===== src/rtl/cfg_blk_pkg.sv =====
// Package: shared types and per-byte constants for the configuration slave.
// Assumes a bank of at least eight bytes; byte 6 is the control byte and
// byte 7 holds the low enables.
package cfg_blk_pkg;

    typedef enum logic [2:0] {
        PH_IDLE,    // not addressed, SDA released
        PH_RX,      // shifting in a byte from the master
        PH_RXACK,   // slave holds SDA low for the acknowledge
        PH_TX,      // shifting out a byte to the master
        PH_TXACK,   // waiting for the master acknowledge bit
        PH_TXWAIT   // master acknowledged, next byte loads on SCL fall
    } phase_t;

    localparam int CTRL_IDX   = 6;
    localparam int LOEN_IDX   = 7;
    localparam int BOOST_BIT  = 5;
    localparam int PAIR_CNT   = 12;

    // Writable bits of a bank byte; byte 6 keeps bits 7, 6 and 4 fixed.
    function automatic logic [7:0] byte_wmask(int idx);
        return (idx == CTRL_IDX) ? 8'h2F : 8'hFF;
    endfunction

    // Reset value of a bank byte.
    function automatic logic [7:0] byte_rstval(int idx);
        if (idx == CTRL_IDX) return 8'h0F;
        if (idx == LOEN_IDX) return 8'hFF;
        return 8'h00;
    endfunction

endpackage


===== src/rtl/cfg_line_sync.sv =====
// Module: brings SCL and SDA into the system clock domain and derives
// SCL edges plus start and stop conditions.
// Assumes the system clock runs many times faster than SCL. The idle bus
// level (both lines high) is the reset value.
module cfg_line_sync #(
    parameter int STAGES = 2
) (
    input  logic clk,
    input  logic rst_n,
    input  logic scl_in,
    input  logic sda_in,
    output logic scl_lvl,
    output logic sda_lvl,
    output logic scl_rise,
    output logic scl_fall,
    output logic start_det,
    output logic stop_det
);
    logic [STAGES-1:0] scl_sh, sda_sh;
    logic              scl_q, sda_q;

    // Synchronizer chains for both lines.
    always_ff @(posedge clk) begin
        if (!rst_n) begin
            scl_sh <= '1;
            sda_sh <= '1;
        end else begin
            scl_sh <= {scl_sh[STAGES-2:0], scl_in};
            sda_sh <= {sda_sh[STAGES-2:0], sda_in};
        end
    end

    assign scl_lvl = scl_sh[STAGES-1];
    assign sda_lvl = sda_sh[STAGES-1];

    // One-cycle history of the synchronized levels for edge detection.
    always_ff @(posedge clk) begin
        if (!rst_n) begin
            scl_q <= 1'b1;
            sda_q <= 1'b1;
        end else begin
            scl_q <= scl_lvl;
            sda_q <= sda_lvl;
        end
    end

    // Edge and bus-condition decode.
    always_comb begin
        scl_rise  = scl_lvl & ~scl_q;
        scl_fall  = ~scl_lvl & scl_q;
        start_det = scl_lvl & scl_q & sda_q & ~sda_lvl;
        stop_det  = scl_lvl & scl_q & ~sda_q & sda_lvl;
    end

endmodule


===== src/rtl/cfg_regbank.sv =====
// Module: configuration byte bank with per-byte write masks and reset
// values, one write port, one combinational read port, and decoded
// control outputs.
// Assumes NUM_BYTES >= 8 so that the control byte and low-enable byte exist.
module cfg_regbank
    import cfg_blk_pkg::*;
#(
    parameter int NUM_BYTES = 8,
    localparam int IW = $clog2(NUM_BYTES)
) (
    input  logic                clk,
    input  logic                rst_n,
    input  logic                wr_en,
    input  logic [IW-1:0]       wr_idx,
    input  logic [7:0]          wr_data,
    input  logic [IW-1:0]       rd_idx,
    output logic [7:0]          rd_data,
    output logic [PAIR_CNT-1:0] pair_en,
    output logic                drive_boost
);
    logic [7:0] bank_q [NUM_BYTES];

    for (genvar g = 0; g < NUM_BYTES; g++) begin : g_byte
        localparam logic [7:0] WM = byte_wmask(g);
        localparam logic [7:0] RV = byte_rstval(g);
        // Store one byte; fixed bits keep their reset value.
        always_ff @(posedge clk) begin
            if (!rst_n)
                bank_q[g] <= RV;
            else if (wr_en && wr_idx == IW'(g))
                bank_q[g] <= (wr_data & WM) | (RV & ~WM);
        end
    end

    // Read port; an index past the bank returns all ones.
    always_comb begin
        if (int'(rd_idx) < NUM_BYTES) rd_data = bank_q[rd_idx];
        else                          rd_data = 8'hFF;
    end

    // Decode of the control outputs.
    always_comb begin
        pair_en     = {bank_q[CTRL_IDX][3:0], bank_q[LOEN_IDX]};
        drive_boost = bank_q[CTRL_IDX][BOOST_BIT];
    end

    // a write to byte 0 is visible in the following cycle.
    p_wr_lands_r2: assert property (@(posedge clk) disable iff (!rst_n)
        wr_en && wr_idx == '0 |=> bank_q[0] == $past(wr_data));

    // the reserved bits of the control byte never leave zero.
    p_rsvd_zero_r7: assert property (@(posedge clk) disable iff (!rst_n)
        wr_en |=> (bank_q[CTRL_IDX] & 8'hD0) == 8'h00);

endmodule


===== src/rtl/cfg_blk_fsm.sv =====
// Module: protocol engine. Matches the address, acknowledges bytes, skips
// the command and length bytes of a write, and streams the length byte and
// bank bytes on a read.
// Assumes the SCL and SDA inputs are already synchronized and edge-decoded.
// SDA is only pulled or released, and it changes one cycle after a decoded
// SCL fall.
module cfg_blk_fsm
    import cfg_blk_pkg::*;
#(
    parameter logic [6:0] DEV_ADDR  = 7'h69,
    parameter int         NUM_BYTES = 8,
    parameter logic [7:0] LEN_VAL   = 8'h09,
    localparam int IW = $clog2(NUM_BYTES),
    localparam int CW = 8
) (
    input  logic          clk,
    input  logic          rst_n,
    input  logic          scl_lvl,
    input  logic          sda_lvl,
    input  logic          scl_rise,
    input  logic          scl_fall,
    input  logic          start_det,
    input  logic          stop_det,
    input  logic [7:0]    rd_data,
    output logic          wr_en,
    output logic [IW-1:0] wr_idx,
    output logic [7:0]    wr_data,
    output logic [IW-1:0] rd_idx,
    output logic          sda_pull
);
    phase_t        ph;
    logic [3:0]    bitcnt;
    logic [7:0]    sh;
    logic          is_rd, in_addr;
    logic [CW-1:0] bidx;

    logic          byte_full, addr_hit, wr_ok, rd_ok;
    logic [CW-1:0] data_pos, rd_pos, bidx_nx;
    logic [7:0]    tx_byte;

    // Byte-position decode for both directions.
    always_comb begin
        byte_full = (bitcnt == 4'd8);
        addr_hit  = (sh[7:1] == DEV_ADDR);
        data_pos  = bidx - CW'(2);
        rd_pos    = bidx - CW'(1);
        wr_ok     = !in_addr && (bidx >= CW'(2)) && (data_pos < CW'(NUM_BYTES));
        rd_ok     = rd_pos < CW'(NUM_BYTES);
        bidx_nx   = (bidx == '1) ? bidx : bidx + CW'(1);
        wr_idx    = data_pos[IW-1:0];
        rd_idx    = rd_pos[IW-1:0];
        wr_data   = sh;
        if (bidx == '0)  tx_byte = LEN_VAL;
        else if (rd_ok)  tx_byte = rd_data;
        else             tx_byte = 8'hFF;
    end

    // Bank write strobe at the SCL fall that ends the eighth data bit.
    assign wr_en = (ph == PH_RX) && scl_fall && byte_full && wr_ok
                   && !start_det && !stop_det;

    // Protocol sequencing.
    always_ff @(posedge clk) begin
        if (!rst_n) begin
            ph       <= PH_IDLE;
            bitcnt   <= '0;
            sh       <= '0;
            is_rd    <= 1'b0;
            in_addr  <= 1'b0;
            bidx     <= '0;
            sda_pull <= 1'b0;
        end else if (start_det) begin
            ph       <= PH_RX;
            bitcnt   <= '0;
            in_addr  <= 1'b1;
            is_rd    <= 1'b0;
            bidx     <= '0;
            sda_pull <= 1'b0;
        end else if (stop_det) begin
            ph       <= PH_IDLE;
            sda_pull <= 1'b0;
        end else begin
            case (ph)
                PH_RX: begin
                    if (scl_rise && !byte_full) begin
                        sh     <= {sh[6:0], sda_lvl};
                        bitcnt <= bitcnt + 4'd1;
                    end else if (scl_fall && byte_full) begin
                        if (in_addr) begin
                            if (addr_hit) begin
                                sda_pull <= 1'b1;
                                is_rd    <= sh[0];
                                ph       <= PH_RXACK;
                            end else begin
                                ph <= PH_IDLE;
                            end
                        end else begin
                            sda_pull <= 1'b1;
                            bidx     <= bidx_nx;
                            ph       <= PH_RXACK;
                        end
                    end
                end
                PH_RXACK: begin
                    if (scl_fall) begin
                        in_addr <= 1'b0;
                        if (in_addr && is_rd) begin
                            sh       <= tx_byte;
                            sda_pull <= ~tx_byte[7];
                            bitcnt   <= 4'd1;
                            bidx     <= bidx_nx;
                            ph       <= PH_TX;
                        end else begin
                            sda_pull <= 1'b0;
                            bitcnt   <= '0;
                            ph       <= PH_RX;
                        end
                    end
                end
                PH_TX: begin
                    if (scl_fall) begin
                        if (byte_full) begin
                            sda_pull <= 1'b0;
                            ph       <= PH_TXACK;
                        end else begin
                            sda_pull <= ~sh[6];
                            sh       <= {sh[6:0], 1'b0};
                            bitcnt   <= bitcnt + 4'd1;
                        end
                    end
                end
                PH_TXACK: begin
                    if (scl_rise) ph <= sda_lvl ? PH_IDLE : PH_TXWAIT;
                end
                PH_TXWAIT: begin
                    if (scl_fall) begin
                        sh       <= tx_byte;
                        sda_pull <= ~tx_byte[7];
                        bitcnt   <= 4'd1;
                        bidx     <= bidx_nx;
                        ph       <= PH_TX;
                    end
                end
                default: ph <= PH_IDLE;
            endcase
        end
    end

    // when idle the line is always released.
    p_idle_released_r5: assert property (@(posedge clk) disable iff (!rst_n)
        ph == PH_IDLE |-> !sda_pull);

    // a master NACK ends the transfer in the next cycle.
    p_nack_ends_r5: assert property (@(posedge clk) disable iff (!rst_n)
        ph == PH_TXACK && scl_rise && sda_lvl && !start_det && !stop_det
        |=> ph == PH_IDLE && !sda_pull);

    // SDA moves only while SCL is low, except the abort release.
    p_pull_scl_low_r9: assert property (@(posedge clk) disable iff (!rst_n)
        (sda_pull != $past(sda_pull)) && !$past(start_det) && !$past(stop_det)
        |-> !scl_lvl);

    // a stop returns the engine to idle with SDA released.
    p_stop_aborts_r8: assert property (@(posedge clk) disable iff (!rst_n)
        stop_det && !start_det |=> ph == PH_IDLE && !sda_pull);

    // the bank is never written during a read transfer.
    p_no_wr_on_read_r2: assert property (@(posedge clk) disable iff (!rst_n)
        wr_en |-> !is_rd);

    // a mismatched address byte gets no acknowledge.
    p_addr_miss_r1: assert property (@(posedge clk) disable iff (!rst_n)
        ph == PH_RX && in_addr && scl_fall && byte_full && !addr_hit
        && !start_det && !stop_det |=> ph == PH_IDLE && !sda_pull);

endmodule


===== src/rtl/cfg_blk_slave.sv =====
// Module: top of the serial configuration slave. Ties the line
// synchronizer, the protocol engine and the configuration bank together.
// Assumes the pad logic turns sda_pull into an open-drain driver and
// returns the wired bus level on sda_in.
module cfg_blk_slave
    import cfg_blk_pkg::*;
#(
    parameter logic [6:0] DEV_ADDR    = 7'h69,
    parameter int         NUM_BYTES   = 8,
    parameter logic [7:0] LEN_VAL     = 8'h09,
    parameter int         SYNC_STAGES = 2,
    localparam int IW = $clog2(NUM_BYTES)
) (
    input  logic                clk,
    input  logic                rst_n,
    input  logic                scl_in,
    input  logic                sda_in,
    output logic                sda_pull,
    output logic [PAIR_CNT-1:0] pair_en,
    output logic                drive_boost
);
    logic          scl_lvl, sda_lvl, scl_rise, scl_fall, start_det, stop_det;
    logic          wr_en;
    logic [IW-1:0] wr_idx, rd_idx;
    logic [7:0]    wr_data, rd_data;

    cfg_line_sync #(.STAGES(SYNC_STAGES)) u_sync (
        .clk(clk), .rst_n(rst_n), .scl_in(scl_in), .sda_in(sda_in),
        .scl_lvl(scl_lvl), .sda_lvl(sda_lvl), .scl_rise(scl_rise),
        .scl_fall(scl_fall), .start_det(start_det), .stop_det(stop_det)
    );

    cfg_blk_fsm #(.DEV_ADDR(DEV_ADDR), .NUM_BYTES(NUM_BYTES), .LEN_VAL(LEN_VAL)) u_fsm (
        .clk(clk), .rst_n(rst_n), .scl_lvl(scl_lvl), .sda_lvl(sda_lvl),
        .scl_rise(scl_rise), .scl_fall(scl_fall), .start_det(start_det),
        .stop_det(stop_det), .rd_data(rd_data), .wr_en(wr_en),
        .wr_idx(wr_idx), .wr_data(wr_data), .rd_idx(rd_idx), .sda_pull(sda_pull)
    );

    cfg_regbank #(.NUM_BYTES(NUM_BYTES)) u_bank (
        .clk(clk), .rst_n(rst_n), .wr_en(wr_en), .wr_idx(wr_idx),
        .wr_data(wr_data), .rd_idx(rd_idx), .rd_data(rd_data),
        .pair_en(pair_en), .drive_boost(drive_boost)
    );

endmodule


===== config.mk =====
export PLATFORM = sky130hd
export DESIGN_NAME = cfg_blk_slave
export DESIGN_NICKNAME = d
export VERILOG_FILES = /design/src/rtl/cfg_blk_pkg.sv /design/src/rtl/cfg_line_sync.sv /design/src/rtl/cfg_regbank.sv /design/src/rtl/cfg_blk_fsm.sv /design/src/rtl/cfg_blk_slave.sv
export SDC_FILE = /design/constraint.sdc
export NUM_CORES = 1
export LEC_CHECK = 0
export CAP_MARGIN = 20
export CORE_UTILIZATION = 24
export CTS_CLUSTER_DIAMETER = 30
export DETAILED_ROUTE_END_ITERATION = 10
export DONT_BUFFER_PORTS = 1
export PLACE_DENSITY = 0.4
export SETUP_SLACK_MARGIN = 0.15
export SKIP_LAST_GASP = 1
export SLEW_MARGIN = 0
export SYNTH_ARGS = -nofsm -noshare
export SYNTH_HDL_FRONTEND = slang
export SYNTH_SLANG_ARGS = --single-unit

===== constraint.sdc =====
create_clock -name clk -period 10.1 [get_ports clk]
set_clock_uncertainty 0.2 [all_clocks]
set_input_delay 2.02 -clock clk [delete_from_list [all_inputs] [get_ports clk]]
set_output_delay 2.02 -clock clk [all_outputs]
set_load 0.01 [all_outputs]

==> results of run 1 <==
report_power, final:
group | leakage [nW] | internal (W) | switching [W]
logic | 0.838 | 0.0000221 | 0.0000294
clock network | 0.133 | 0.000172 | 0.000158
registers | 0.845 | 0.000418 | 0.00000970
total | 1.82 | 0.000612 | 0.000197
registers in the layout, summed over array words and instances (netlist names), 2 cells and up:
signal and cells:
u_bank.bank_q 61, u_fsm.bidx 8, u_fsm.wr_data 8, u_fsm.bitcnt 4
u_fsm.ph 3, u_sync.scl_sh 2, u_sync.sda_sh 2
cell usage after synthesis, drive strengths merged, types with 5 or more instances:
library cell / n / area, um2
edfxtp: 61 / 1830
and2: 52 / 325
dfxtp: 32 / 641
nand2: 30 / 113
nor2: 28 / 105
o21ai: 26 / 130
nand2b: 24 / 150
clkbuf: 23 / 87.6
a21oi: 14 / 70.1
a31oi: 13 / 81.3
mux4: 13 / 293
buf: 11 / 70.1
nor4: 11 / 186
ha: 9 / 113
nand3: 8 / 40.0
inv: 7 / 26.3
mux2i: 6 / 60.1
xnor2: 6 / 52.6
a21bo: 5 / 50.1
nor2b: 5 / 31.3
o41ai: 5 / 43.8
worst max path at each step:
stage	from	slack, ns	cells after the start	to
final	u_fsm.bitcnt[0]$_SDFFE_PP0P_	6.85	7	u_bank.bank_q[3][0]$_SDFFCE_PN0P_
after global routing	u_fsm.bitcnt[0]$_SDFFE_PP0P_	6.59	7	u_bank.bank_q[3][3]$_SDFFCE_PN0P_
after CTS	u_fsm.bidx[2]$_SDFFE_PP0P_	6.77	8	u_bank.bank_q[3][3]$_SDFFCE_PN0P_
after detailed placement	rst_n	6.67	4	u_bank.bank_q[7][4]$_SDFFCE_PN1P_
after global placement	rst_n	6.70	4	u_bank.bank_q[7][1]$_SDFFCE_PN1P_
after floorplan	rst_n	6.80	3	u_bank.bank_q[0][0]$_SDFFCE_PN0P_
area by class of cell:
type	count	area share, %
repair buffers	7	1.09
flip-flops and latches	93	44.9
inverters	7	0.477
clock buffers	10	4.16
multi-input cells	309	42.3
clock inverters	6	1.00
well taps	270	6.13
metrics by stage:
step / area [um2] / util, %
after floorplan: 4950 / -
after global placement: 5210 / 25.7
after detailed placement: 5210 / 25.7
after CTS: 5490 / 27.1
after global routing: 5510 / 27.2
final: 5510 / 27.2
routing by layer:
layer / GRT usage, % / up-vias
li1: - / 1585
met1: 16.2 / 1611
met2: 19.7 / 39
met3: 1.66 / 21
met4: 5.89 / 4
met5: 0 / -
cells by family after synthesis:
logic type      count (synthesis)  synth area share (%)
compound gates                 81                  10.6
xor+xnor                       10                  1.77
fa+ha+maj                       9                  2.28
buf+inv                        41                  3.72
flops                          93                  49.9
mux                            23                  8.04
simple gates                  186                  23.7
critical path: cells and delay by family, from the launching register on:
kind / cells / cell delay [ns]
AO/OA/AOI/OAI: 1 / 0.73
AND/OR/NAND/NOR: 3 / 1.17
buffers and inverters: 2 / 0.35
adder cells (fa/ha/maj): 1 / 0.13
flip-flops: 1 / 0.37
==> impl_results.md, run 1 <==
* First-pass GRT wire length at 19.6 mm
* Clock root buffer: clkbuf_16
* Hold Crit Endpoint: u_sync.sda_sh[1]$_SDFF_PN1_
* Remaining antenna violation count at 0
* Pre-antenna DRT Iters at 4
* Hold buffers post-CTS at 0
* DIE AREA at approximately 21,000 um2
* Reg2reg start: u_fsm.bitcnt[0]$_SDFFE_PP0P_
* Worst hold slack at 0.212 ns
* Hold Fails Final Rpt at 0
* Worst R2R Path Depth at 7
* Seq cells post-synth at 93
* Hold Crit Start: u_sync.sda_sh[0]$_SDFF_PN1_
* Footprint of the multi-input gates at 2330 um2
* DP Cell Count at 685
* Post-CTS resize count at 0
* Die W at 146 um
* Sequential cell area at 2470 um2
* CP arrival at 3.11 ns
* # H-tree levels at 3
* Number of inserted diodes at 0
* Final-stage net count at 440
* Initial antenna violation count at 2
* Internal reg-to-reg setup slack at 6.85 ns
* Row count at 52
* Unrepaired setup endpoints after global routing: no
* Final routed DRC violation total at 0
* Syn_area_per_cell at around 11 um2
* Synth warnings at 0
* Tot Pwr at a little over 0.0008 W
* Via count of the first global-routing pass at 3,245
* Most common cell after layout, fill and taps aside: edfxtp_1
* VDD IR max at 0.0000803 V
* Post-Syn Area at 4950 um2
* WL/cell at 17.5 um
* CP required at 9.96 ns
* Starting Density at approximately a quarter
* Detail Route met2 WL at 5.82 mm
* Slew margin rel. at a little over a quarter
* Reported leakage power at 1.82 nW
* Final WL at 12.3 mm
* Boundary pin count at 18
* Worst path slowest cell: o41ai_2
* Post-route insts no fill at 702
* Max-slew violation count at 0
* IO Port Bufs at 0
* Num Clock Sinks at 93
* Share of layout cells above drive strength 1 at between 10% and 20%
* Clk buf depth at 2
* DR vias at 3,260
* Hold Path Class: reg -> reg
* Pre-CTS WS at 6.67 ns
* Total negative slack at 0 ns
* Clock Latency Late Sink at approximately 0.35 ns
* Seq/Total Area, Yosys at 49.9%
* CP Launch Type: register
* Async SR Flop Fraction at 0%
* FF-to-FF End: u_bank.bank_q[3][0]$_SDFFCE_PN0P_
* Slew @ Worst Pin at 1.09 ns
* Fin crit share at 32.1%
* Crit-path cells: inv_1, ha_1, and3b_1, and2_1, nand2_1, o41ai_2, buf_4
* Critical path's largest stage delay at around 0.73 ns
* DR iter-0 viols at 180
* Post-layout minimum cycle time at 3.25 ns
* Global placement routability congestion at 0.737
* FILL cells at 2,062
* CTS tree: yes
* Setup violations, final at 0
* Post-synth EDFFs at 61
* Fin worst setup slack at 6.85 ns
* Critical path class: reg -> reg
* Worst setup EP type: register
* Largest net degree at the start of global routing at 33
* Worst-path clk slew at 0.07 ns
* Max cap viols at 0
* Wire length on met1 at slightly below 6 mm
* Met3 routed WL at 269 um
* Syn nets at 456
* Outcome: finished clean
* Post-Synthesis Cells at 443
* Vias/cell at 4.64
* Synth cell types at 60
* All-layer global routing usage at 12.2%
* DP Wirelength at 8.32 mm
* Synth-to-Final Area Change at 11.3%
* Hold path cells at 1
* Num CTS Buffers at 9
* # Post-CTS Setup Buffers at 0
* Core area at 20,200 um2
* Most common flop cell mapped by yosys: edfxtp_1
* Peak Freq at 0.308 GHz
* Die Y at between 100 and 150 um
* Critical path fanouts, max at 13
* Grt ovf at 0
* Most frequent cells in the layout: 61 x edfxtp_1, 52 x and2_1, 32 x dfxtp_1
* Pwr dens at 147 nW/um2
* Highest Signal Layer: met5
Power figures use the tool's default switching activity.
==> inputs of run 2 (changes only) <==
clock period = 3.12 ns   (was 10.1 ns; I/O delays follow)
==> run 2 against run 1 <==
Net effect:
- register-to-register slack got worse by 6.6 ns
- clock power rose to 3.4 times the previous value
- hold slack got worse by 0.054 ns
- sequential share of layout area fell by 1.4 points
- combinational power rose to 3.4 times the previous value
- sequential power rose to 3.2 times the previous value
- clock-buffer cell count fell by 1
- largest cell class unchanged
- largest power group unchanged
- highest routed layer is now met4
==> impl_results.md, run 2 (synthesis gave the netlist of run 1 again) <==
* Unrepaired setup endpoints after global routing: yes
* All-layer global routing usage at 12.3% (+0.088 points)
* DIE AREA at 21,200 um2 (unchanged)
* Number of inserted diodes at 0 (unchanged)
* Post-route insts no fill at 722 (+2.8%)
* Worst path bufs/invs at 1 (-1)
* Synth-to-Final Area Change at 14.9%
* Die W at 146 um (unchanged)
* Final-stage net count at 460 (+4.5%)
* Slew margin rel. at 33.0% (+5.6 points)
* # H-tree levels at 3 (unchanged)
* Worst path slowest cell: o41ai_2
* Most frequent cells in the layout: 61 x edfxtp_1, 52 x and2_1, 32 x dfxtp_1
* Num CTS Buffers at 9 (unchanged)
* Core area at 20,200 um2 (unchanged)
* Global placement routability congestion at 0.766 (+3.9%)
* GR Layer Usage met2 at 19.7% (-0.024 points)
* Outcome: finished clean
* Crit-path cells: inv_1, ha_1, and3b_1, o22ai_1, o21ai_0, o21ai_2, o41ai_2
* Reported leakage power at 1.94 nW (+7.0%)
* Die Y at 146 um (unchanged)
* Max-slew violation count at 0 (unchanged)
* Grt ovf at 0 (unchanged)
* Post-route core utilization at 28.1% (+0.90 points)
* Remaining antenna violation count at 0 (unchanged)
* Starting Density at 24.5% (unchanged)
* Worst setup EP type: register
* Internal reg-to-reg setup slack at 0.28 ns (-6.57 ns)
* Critical path's largest stage delay at 0.98 ns (+0.25 ns)
* Pwr dens at 473 nW/um2 (+220%)
* Max cap viols at 0 (unchanged)
* Crit path max-delay family: compound AO/OA/AOI/OAI gates
* Final routed DRC violation total at 0 (unchanged)
* Fin crit share at 91.0% (+59 points)
* Hold Fails Final Rpt at 0 (unchanged)
* Initial antenna violation count at 0 (-2)
* Largest Register: u_bank.bank_q
* Worst-path clk slew at 0.07 ns (about the same)
* Num Clock Sinks at 93 (unchanged)
* Critical path fanouts, max at 8 (-5)
* Met3 global-route usage at 2.29% (+0.63 points)
* CP required at 2.89 ns (-7.07 ns)
* Hold buffers post-CTS at 0 (unchanged)
* First-pass GRT wire length at 20.0 mm (+1.8%)
* Hold Path Class: in -> reg
* VDD IR max at 0.000198 V (+150%)
* Clk buf depth at 2 (unchanged)
* Critical path class: reg -> reg
* DP Cell Count at 706 (+3.1%)
* Most common cell after layout, fill and taps aside: edfxtp_1
* Max FFs per register at 61 (unchanged)
* M1 GR Usage at 16.8% (+0.61 points)
* Gr busiest metal: met2
* DP Wirelength at 8.88 mm (+6.8%)
* Share of layout cells above drive strength 1 at 19.0% (+4.2 points)
* CP arrival at 2.61 ns (-0.50 ns)
* Pre-antenna DRT Iters at 4 (unchanged)
* Post-layout minimum cycle time at 2.84 ns (-0.407 ns)
* DR iter-0 viols at 264 (+47%)
* DR vias at 3,311 (+1.6%)
* Setup violations, final at 0 (unchanged)
* CP Launch Type: register
* Final WL at 12.3 mm (+0.38%)
* Clock Latency Late Sink at 0.35 ns (about the same)
* Clock root buffer: clkbuf_16
* CTS tree: yes
* Slew @ Worst Pin at 0.994 ns (-0.0949 ns)
* Peak Freq at 0.352 GHz (+14%)
* WL/cell at 17.1 um (-2.4%)
* Via count of the first global-routing pass at 3,365 (+3.7%)
* Vias/cell at 4.59 (-1.2%)
* Boundary pin count at 18 (unchanged)
* Largest net degree at the start of global routing at 33 (unchanged)
* IO Port Bufs at 0 (unchanged)
* Row count at 52 (unchanged)
## run 2: through the flow
step                      TNS, ns  cell area, um2  hold slack [ns]  total power, W  setup WS (ns)
after CTS                       0            5690            0.135         0.00274          0.212
after global placement          0            5380            0.189         0.00159          0.289
after global routing            0            5690            0.134         0.00281         0.0974
final                           0            5690            0.157         0.00269          0.282
after detailed placement        0            5380            0.195         0.00159          0.240
after floorplan             -3.10            4950            0.186         0.00153        -0.0970
## run 2: what timing repair did
| action | in CTS | in global routing |
|---|---|---|
| setup endpoints to repair | 0 | 34 |
| setup buffers | 0 | 0 |
| gates resized for setup | 0 | 1 |
## run 2: final cells by class
cell class | instances | area (um2)
sequential | 93 | 2470
tap | 270 | 338
timing repair buffer | 27 | 215
multi-input combinational | 309 | 2330
clock inverter | 7 | 83.8
inverter | 7 | 26.3
fill | 2080 | 14500
clock buffer | 9 | 225
## run 2: worst paths after layout
check                                                  from                                end  cells past startpoint
worst max register to register   u_fsm.bidx[1]$_SDFFE_PP0P_  u_bank.bank_q[3][6]$_SDFFCE_PN0P_                      7
worst max-delay path             u_fsm.bidx[1]$_SDFFE_PP0P_  u_bank.bank_q[3][6]$_SDFFCE_PN0P_                      7
worst min-delay path                                  rst_n            u_sync.scl_q$_SDFF_PN1_                      1
worst min register to register  u_sync.sda_sh[0]$_SDFF_PN1_        u_sync.sda_sh[1]$_SDFF_PN1_                      1
## run 2: worst reg2reg max path: stages, from the launching register on
cell	delay, ns
dfxtp_1	0.32
inv_1	0.12
ha_1	0.27
and3b_1	0.18
o22ai_1	0.07
o21ai_0	0.09
o21ai_2	0.23
o41ai_2	0.98
## run 2: per-layer routing
layer,wire length [um],vias up
met4,104,0
met1,6020,1633
met2,5850,45
met5,0,-
li1,-,1628
met3,353,5
## run 2: power by group
part | leakage, nW | internal, W | switching [W] | total [W]
Sequential | 0.845 | 0.00135 | 0.0000255 | 0.00138
Combinational | 0.947 | 0.0000755 | 0.000102 | 0.000177
Clock | 0.152 | 0.000578 | 0.000557 | 0.00113
Total | 1.94 | 0.00201 | 0.000685 | 0.00269
==> inputs of run 3 (changes only) <==
CORE_UTILIZATION = 50   (was 24)
PLACE_DENSITY = 0.68   (was 0.4)
==> run 3 against run 2 <==
Net effect:
- worst setup slack better by 0.081 ns
- sequential share of layout area increased by 3.2 points
- hold slack worse by 0.015 ns
- core utilization increased by 28 points
- first-iteration DRC count decreased by 16%
- largest power group unchanged
- critical path type unchanged
- global-route usage rose by 11 points
- highest routed layer unchanged
- sequential power barely moved
==> impl_results.md, run 3 (synthesis gave the netlist of run 1 again) <==
* Hold path cells at 1 (unchanged)
* Sw power at 0.000600 W (-12%)
* Switch share at 24.8% (-0.63 points)
* Via count of the first global-routing pass at 3,181 (-5.5%)
* Slew margin rel. at 40.8% (+7.8 points)
* Pre-CTS WS at 0.433 ns (+0.192 ns)
* Clk buf depth at 2 (unchanged)
* Clock Latency Late Sink at 0.36 ns (about the same)
* Initial antenna violation count at 0 (unchanged)
* Peak Freq at 0.363 GHz (+3.0%)
* Die W at 101 um (-30%)
* IO Port Bufs at 0 (unchanged)
* Row count at 35 (-33%)
* Post-route insts no fill at 572 (-21%)
* Critical path class: reg -> reg
* Setup violations, final at 0 (unchanged)
* Grt ovf at 0 (unchanged)
* Fin worst setup slack at 0.363 ns (+0.0814 ns)
* Max cap viols at 0 (unchanged)
* Internal Power at 0.00182 W (-9.4%)
* VDD IR max at 0.000241 V (+22%)
* Largest net degree at the start of global routing at 33 (unchanged)
* Final-stage net count at 451 (-2.0%)
* First-pass GRT wire length at 17.6 mm (-12%)
* WL/cell at 19.3 um (+13%)
* DR iter-0 viols at 221 (-16%)
* Largest Register: u_bank.bank_q
* Pwr dens at 456 nW/um2 (-3.6%)
* FILL cells at 801 (-61%)
* All-layer global routing usage at 23.3% (+11 points)
* DP Wirelength at 7.70 mm (-13%)
* Most frequent cells in the layout: 61 x edfxtp_1, 52 x and2_1, 32 x dfxtp_1
* Worst setup EP type: register
* Reported leakage power at 1.83 nW (-5.9%)
* Fin crit share at 88.4% (-2.6 points)
* Share of layout cells above drive strength 1 at 16.5% (-2.5 points)
* CP required at 3.15 ns (+0.26 ns)
* Worst R2R Path Depth at 9 (+2)
* Die Y at 101 um (-30%)
* DIE AREA at 10,300 um2 (-51%)
* Unrepaired setup endpoints after global routing: no
* Critical path fanouts, max at 10 (+2)
* Number of inserted diodes at 0 (unchanged)
* DP Cell Count at 556 (-21%)
* Final WL at 11.0 mm (-11%)
* Worst hold slack at 0.142 ns (-0.0151 ns)
* Clock Power Share at 35.6% (-6.6 points)
* Tot Pwr at 0.00242 W (-10%)
* Num CTS Buffers at 9 (unchanged)
* Final routed DRC violation total at 0 (unchanged)
* Most common cell after layout, fill and taps aside: edfxtp_1
* Slew @ Worst Pin at 0.888 ns (-0.106 ns)
* Num Clock Sinks at 93 (unchanged)
* Total negative slack at 0 ns (unchanged)
* # Post-CTS Setup Buffers at 0 (unchanged)
* Hold Path Class: in -> reg
* Seq pwr share at 57.4% (+6.2 points)
* Worst-path clk slew at 0.10 ns (+0.03 ns)
* CTS tree: yes
* Boundary pin count at 18 (unchanged)
* Comb power frac at 7.1% (+0.5 points)
* Synth-to-Final Area Change at 7.15%
* Vias/cell at 5.87 (+28%)
* Clock root buffer: clkbuf_8
* CP arrival at 2.79 ns (+0.18 ns)
* Global placement routability congestion at 0.826 (+7.9%)
* DR vias at 3,356 (+1.4%)
* Pre-antenna DRT Iters at 4 (unchanged)
* Remaining antenna violation count at 0 (unchanged)
* CP Launch Type: register
* Starting Density at 52.6% (+28 points)
* Post-layout minimum cycle time at 2.76 ns (-0.0814 ns)
* # H-tree levels at 3 (unchanged)
* Hold Fails Final Rpt at 0 (unchanged)
* Max FFs per register at 61 (unchanged)
* Max-slew violation count at 0 (unchanged)
* Core area at 9420 um2 (-53%)
* Outcome: finished clean
## run 3: cell count changes in the layout (fill, tap and decap cells not counted), sizes merged
| cell | previous run | this run |
|---|---|---|
| clkinvlp | 0 | 1 |
| inv | 12 | 11 |
| bufinv | 0 | 1 |
| buf | 27 | 18 |
| clkinv | 2 | 1 |
## run 3: power by group through the flow
stage / logic (W) / clock network (W) / registers, W
3_5_place_dp: 0.000169 / 0 / 0.00142
3_3_place_gp: 0.000168 / 0 / 0.00141
6_report: 0.000171 / 0.000860 / 0.00139
4_1_cts: 0.000170 / 0.000871 / 0.00139
5_1_grt: 0.000184 / 0.000918 / 0.00139
2_1_floorplan: 0.000133 / 0 / 0.00140
## run 3: path summary, 6_finish.rpt
path / start / to / slack [ns]
hold reg to reg: u_sync.sda_sh[0]$_SDFF_PN1_ / u_sync.sda_sh[1]$_SDFF_PN1_ / 0.21
setup / recovery: u_fsm.bidx[2]$_SDFFE_PP0P_ / u_bank.bank_q[0][1]$_SDFFCE_PN0P_ / 0.36
hold / removal: rst_n / u_sync.scl_sh[0]$_SDFF_PN1_ / 0.14
setup reg to reg: u_fsm.bidx[2]$_SDFFE_PP0P_ / u_bank.bank_q[0][1]$_SDFFCE_PN0P_ / 0.36
## run 3: final cells by class
cell class              count  area [um2]  share of cell area, %
flip-flops and latches     93        2470                   46.6
inverters                   7        26.3                  0.495
multi-input cells         309        2300                   43.3
clock inverters             7        86.3                   1.63
clock buffers               9         124                   2.34
well taps                 129         161                   3.04
repair buffers             18         135                   2.55
## run 3: worst max-delay path, cell delays in order, from the launching register on
cell	delay (ns)
dfxtp_1	0.55
inv_1	0.14
ha_1	0.26
nor2_1	0.13
o22ai_1	0.08
o21ai_0	0.12
o21ai_2	0.12
buf_4	0.19
nor4_2	0.62
and2_1	0.22
## run 3: routing by layer
layer  global-route usage (%)  part of all wire (%)
met3                     3.52                   5.5
met1                     33.6                    47
met4                     6.69                   1.1
met2                     36.6                    47
met5                        0                     0
## run 3: per-stage QoR
stage | instance area (um2) | utilization [%]
floorplan | 4950 | -
global placement | 5090 | 54.1
detailed placement | 5090 | 54.1
CTS | 5300 | 56.3
global route | 5300 | 56.3
finish | 5300 | 56.3
## run 3: timing repair
action / 4_1_cts / 5_1_grt
hold buffers: 0 / 0
endpoints found under the setup margin: 0 / 1
resized for setup: 0 / 1
